`src/rtl/e1_ts0_pkg.sv`:
```
package e1_ts0_pkg;
  localparam int SLOT_W = 8;
  localparam int SPARE_W = 5;
  localparam logic [SLOT_W-2:0] ALIGN_WORD = 7'b0011011;

  // one entry per locally generated field of time slot 0
  typedef struct packed {
    logic               si_align;
    logic               si_nonalign;
    logic               alarm;
    logic [SPARE_W-1:0] spare;
  } ts0_fields_t;
endpackage

```
`src/rtl/e1_frame_phase.sv`:
```
module e1_frame_phase (
  input  logic clk,
  input  logic rst_n,
  input  logic take,
  input  logic sof,
  output logic nonalign
);
  logic phase_q;

  // phase of the frame opened by the strobe currently offered
  assign nonalign = phase_q;

  always_ff @(posedge clk or negedge rst_n) begin
    if (!rst_n) phase_q <= 1'b0;
    else if (take && sof) phase_q <= ~phase_q;
  end
endmodule

```
`src/rtl/e1_ts0_build.sv`:
```
module e1_ts0_build
  import e1_ts0_pkg::*;
(
  input  logic              nonalign,
  input  logic              whole_transp,
  input  ts0_fields_t       pass,
  input  ts0_fields_t       local_val,
  input  logic              auto_alarm,
  input  logic              rx_lfa,
  input  logic [SLOT_W-1:0] din,
  output logic [SLOT_W-1:0] dout
);
  logic [SPARE_W-1:0] spare_bits;
  logic               alarm_src;
  logic               alarm_bit;
  logic               si_bit;
  logic [SLOT_W-1:0]  nonalign_word;
  logic [SLOT_W-1:0]  align_word;

  genvar gi;
  generate
    for (gi = 0; gi < SPARE_W; gi++) begin : g_spare
      assign spare_bits[gi] = pass.spare[gi] ? din[gi] : local_val.spare[gi];
    end
  endgenerate

  assign alarm_src = auto_alarm ? rx_lfa : local_val.alarm;
  assign alarm_bit = pass.alarm ? din[SLOT_W-3] : alarm_src;

  always_comb begin
    if (nonalign) si_bit = pass.si_nonalign ? din[SLOT_W-1] : local_val.si_nonalign;
    else          si_bit = pass.si_align    ? din[SLOT_W-1] : local_val.si_align;
  end

  assign align_word    = {si_bit, ALIGN_WORD};
  assign nonalign_word = {si_bit, 1'b1, alarm_bit, spare_bits};

  always_comb begin
    if (whole_transp)  dout = din;
    else if (nonalign) dout = nonalign_word;
    else               dout = align_word;
  end
endmodule

```
`src/rtl/e1_stream_reg.sv`:
```
module e1_stream_reg #(
  parameter int W = 9
) (
  input  logic         clk,
  input  logic         rst_n,
  input  logic         s_valid,
  output logic         s_ready,
  input  logic [W-1:0] s_data,
  output logic         m_valid,
  input  logic         m_ready,
  output logic [W-1:0] m_data
);
  logic         vld_q;
  logic [W-1:0] dat_q;

  assign s_ready = !vld_q || m_ready;
  assign m_valid = vld_q;
  assign m_data  = dat_q;

  always_ff @(posedge clk or negedge rst_n) begin
    if (!rst_n) begin
      vld_q <= 1'b0;
      dat_q <= '0;
    end else if (s_ready) begin
      vld_q <= s_valid;
      if (s_valid) dat_q <= s_data;
    end
  end
endmodule

```
`src/rtl/e1_ts0_inserter.sv`:
```
module e1_ts0_inserter
  import e1_ts0_pkg::*;
(
  input  logic               clk,
  input  logic               rst_n,
  input  logic               in_valid,
  output logic               in_ready,
  input  logic [SLOT_W-1:0]  in_data,
  input  logic               in_sof,
  output logic               out_valid,
  input  logic               out_ready,
  output logic [SLOT_W-1:0]  out_data,
  output logic               out_sof,
  input  logic               cfg_whole_transp,
  input  logic               cfg_pass_si_align,
  input  logic               cfg_pass_si_nonalign,
  input  logic               cfg_pass_alarm,
  input  logic [SPARE_W-1:0] cfg_pass_spare,
  input  logic               cfg_si_align,
  input  logic               cfg_si_nonalign,
  input  logic               cfg_alarm,
  input  logic [SPARE_W-1:0] cfg_spare,
  input  logic               cfg_auto_alarm,
  input  logic               rx_lfa
);
  localparam int PIPE_W = SLOT_W + 1;

  ts0_fields_t       pass_mask;
  ts0_fields_t       local_val;
  logic              nonalign;
  logic              take;
  logic [SLOT_W-1:0] ts0_byte;
  logic [SLOT_W-1:0] slot_byte;
  logic [PIPE_W-1:0] pipe_out;

  assign pass_mask = '{si_align: cfg_pass_si_align, si_nonalign: cfg_pass_si_nonalign,
                       alarm: cfg_pass_alarm, spare: cfg_pass_spare};
  assign local_val = '{si_align: cfg_si_align, si_nonalign: cfg_si_nonalign,
                       alarm: cfg_alarm, spare: cfg_spare};

  assign take = in_valid && in_ready;

  e1_frame_phase u_phase (
    .clk      (clk),
    .rst_n    (rst_n),
    .take     (take),
    .sof      (in_sof),
    .nonalign (nonalign)
  );

  e1_ts0_build u_build (
    .nonalign     (nonalign),
    .whole_transp (cfg_whole_transp),
    .pass         (pass_mask),
    .local_val    (local_val),
    .auto_alarm   (cfg_auto_alarm),
    .rx_lfa       (rx_lfa),
    .din          (in_data),
    .dout         (ts0_byte)
  );

  assign slot_byte = in_sof ? ts0_byte : in_data;

  e1_stream_reg #(.W(PIPE_W)) u_out (
    .clk     (clk),
    .rst_n   (rst_n),
    .s_valid (in_valid),
    .s_ready (in_ready),
    .s_data  ({in_sof, slot_byte}),
    .m_valid (out_valid),
    .m_ready (out_ready),
    .m_data  (pipe_out)
  );

  assign out_sof  = pipe_out[PIPE_W-1];
  assign out_data = pipe_out[SLOT_W-1:0];
endmodule

```
`config.mk`:
```
export PLATFORM = sky130hd
export DESIGN_NAME = e1_ts0_inserter
export DESIGN_NICKNAME = d
export VERILOG_FILES = /design/src/rtl/e1_ts0_pkg.sv /design/src/rtl/e1_frame_phase.sv /design/src/rtl/e1_ts0_build.sv /design/src/rtl/e1_stream_reg.sv /design/src/rtl/e1_ts0_inserter.sv
export SDC_FILE = /design/constraint.sdc
export NUM_CORES = 1
export LEC_CHECK = 0
export BUFFER_PORTS_ARGS = -buffer_cell sky130_fd_sc_hd__buf_2
export CAP_MARGIN = 15
export CORE_MARGIN = 4
export CORE_UTILIZATION = 35
export CTS_BUF_LIST = sky130_fd_sc_hd__clkbuf_4 sky130_fd_sc_hd__clkbuf_8 sky130_fd_sc_hd__clkbuf_16
export CTS_CLUSTER_DIAMETER = 200
export DETAILED_ROUTE_END_ITERATION = 8
export GPL_TIMING_DRIVEN = 0
export PLACE_DENSITY = 0.65
export SLEW_MARGIN = 20
export SYNTH_ARGS = -nofsm -noshare
export SYNTH_HDL_FRONTEND = slang
export SYNTH_SLANG_ARGS = --single-unit
```
`constraint.sdc`:
```
create_clock -name clk -period 3 [get_ports clk]
set_input_delay 0.45 -clock clk [delete_from_list [all_inputs] [get_ports clk]]
set_output_delay 0.45 -clock clk [all_outputs]
set_load 0.05 [all_outputs]
```
==> metrics <==
outcome finished, final reports clean; Final Non-Filler Cells 139; Via density a little under 5; chip height between 50 and 60 um; gpl congestion between 0.7 and 0.8; RSZ-0062 raised after global routing false; Setup-failing EPs final 0; vias in the first global route just under 700; Slew headroom 81.9%; Logic pwr share ~46%; Maximum Capacitance Violations 0; share of layout cells above drive strength 1 a little under half; Setup TNS 0 ns; DRT Pass-1 Iters 3; peak per-stage delay on the critical path 0.37 ns; Final Hold Viols 0; Startpoint Class flip-flop; fmax 576 MHz; critical path class flip-flop to primary output; Power Internal about 0.31 mW; post-synthesis mux area share under 10%; yosys warns 0; Min-Delay Path Class primary input to async pin; sequential share of power a little over a third; Slew @ Worst Pin around 0.27 ns; first-pass GRT wire length around 2.9 mm; R2R depth 4; worst-skew pair later-pin latency between 0.2 and 0.3 ns; Sw Pwr between 0.2 and 0.25 mW; Crit path top cell by count buf_2; sequential fraction of the synthesis area between 40% and 50%; EDFF count, synth 0; Clock Path Buffers 2; fillcell total around 170; Num CTS Buffers 3; register area between 200 and 300 um^2; ANT cells 0; Synth Instances 68; Reg2Reg Launch Point u_phase.nonalign; P&R area growth vs syn 39.6%; DR iter-0 viols 3; LEAKAGE about 0.45 nW; XOR/XNOR Fraction of Synth Area roughly 1.3%; CORE AREA between 1500 and 2000 um^2; row cnt 15; count leader, synth dfrtp_1; mapped cell area 679 um^2; width of the die about 52 um; GRT Overall Usage ~14%; Post-Synth Adder-Cell Area 0%; Starting Density 38.1%; crit share post-route slightly below 60%; ANT nets after route 0; root buf cell clkbuf_4; synth cell count leaders 11 x dfrtp_1, 5 x nand2_1, 5 x nor2b_1; dpl cells 135; top-area cell type share of the netlist area slightly above 40%; clock skew between 0.0004 and 0.0005 ns; DR vias around 670; drt total wl about 1.8 mm; arrival time worst endpoint 1.29 ns; I/O pin cnt between 40 and 50; Pwr Density roughly 570 nW/um^2; Worst VDD drop approximately 310 uV; commonest register cell after synthesis dfrtp_1; dominant combinational cell family by area after synthesis compound AO/OA/AOI/OAI gates; CTS H-tree lvls 1; port buffer count 42; Synth Net Count 100; Compound-Gate Fraction of Synth Area between 20% and 30%; post-synth top area cell dfrtp_1; synthesis-stage register bit count 11; initial antenna violation count 0; Crit. End Element primary output; worst reg2reg setup slack between 1.5 and 2 ns; Req. time, crit path ~2.6 ns; largest net degree at the start of global routing 12; worst setup path start u_out.m_valid; DP HPWL approximately 1.5 mm; critical path peak fanout 10; Clk network pwr share between 15 and 20%; critical path cell sequence nand2b_1 -> buf_2 -> buf_2; area of the multi-input gates roughly 370 um^2; GRT overflow 0; asr flop ratio synth 100%; DR WL/cell about 13 um; Clock Sinks 11; Tmin final between 1.5 and 2 ns; reg2reg end u_out.m_data[7]; switching portion of total power between 40% and 50%; Worst setup endpoint in_ready; Die ar. roughly 2700 um^2; Area contributors post-synth dfrtp_1 41%, nor4b_1 5.2%, o2bb2ai_1 5.2%; Slowest-stage cell, CP dfrtp_1; final routed DRC violation total 0; # nets final 147; Slew Limit Fails 0; TritonCTS clock tree done; CTS resizes 0; hold buffer count at CTS 0; Post-CTS Setup Inserts 0; distinct cell type count after synthesis 28; syn_area_per_cell between 9 and 10 um^2; Clock Pin Slew Worst Setup and Hold Paths approximately 0.070 ns; simple-gate area share of the yosys netlist 23.4%
logic make-up after synthesis:
| family | count (synthesis) |
|---|---|
| XOR/XNOR | 1 |
| buffers and inverters | 5 |
| AO/OA/AOI/OAI | 25 |
| AND/OR/NAND/NOR | 24 |
| multiplexers | 2 |
| flip-flops | 11 |
flip-flops by register name (all words and copies together), names as in the netlist:
| name | cells |
|---|---|
| u_out.m_data | 9 |
| u_out.m_valid | 1 |
| u_phase.nonalign | 1 |
area by class of cell:
| cell class | instances | area share, % |
|---|---|---|
| well taps | 25 | 3.30 |
| clock buffers | 3 | 2.37 |
| inverters | 1 | 0.396 |
| repair buffers | 42 | 22.2 |
| multi-input cells | 52 | 39.2 |
| flip-flops and latches | 11 | 29.0 |
| clock inverters | 1 | 0.528 |
| plain buffers | 4 | 3.03 |
worst max-delay path: cells and delay by family, from the launching register on:
kind	cells	cell delay, ns
buf+inv	2	0.54
flops	1	0.37
simple gates	1	0.11
worst min path at each step:
stage                from         endpoint  slack [ns]  cells past startpoint
detailed placement  rst_n  u_out.m_data[6]        0.34                      1
finish              rst_n  u_out.m_data[6]        0.04                      1
floorplan           rst_n  u_out.m_data[0]        0.15                      0
global placement    rst_n  u_out.m_data[2]        0.33                      1
global route        rst_n  u_out.m_data[1]        0.05                      1
CTS                 rst_n  u_out.m_data[1]        0.05                      1
through the flow:
stage / utilization (%) / worst slack (ns) / power, mW / area (um^2) / hold WS, ns
floorplan: - / 1.48 / 0.374 / 679 / 0.154
global placement: 51.6 / 1.36 / 0.445 / 921 / 0.331
detailed placement: 51.6 / 1.36 / 0.447 / 921 / 0.341
CTS: 53.2 / 1.25 / 0.547 / 948 / 0.0451
global route: 53.2 / 1.20 / 0.575 / 948 / 0.0507
finish: 53.2 / 1.26 / 0.537 / 948 / 0.0444
power groups by stage:
stage          combinational [mW]  sequential (mW)  clock [mW]
4_1_cts                     0.251            0.194       0.102
3_5_place_dp                0.251            0.197           0
3_3_place_gp                0.249            0.196           0
5_1_grt                     0.266            0.199       0.110
6_report                    0.248            0.194      0.0960
2_1_floorplan              0.0951            0.279           0
cells in the final DEF, fill, tap and decap left out, drive strengths merged, types with 2 or more instances in the layout:
cell	count
o21ai	3
dfrtp	11
a31oi	3
clkbuf	3
and2	2
o21a	4
buf	46
nand2	5
nor2b	5
nand2b	3
nor4b	4
o211ai	4
a21oi	3
o2bb2ai	4
per-layer routing:
metal  global-route usage (%)  wire length, um
met2                     25.9              892
met1                     15.8              730
met4                     1.31                8
met5                        0                0
met3                     5.44              127
(Power assumes the default switching activity.)
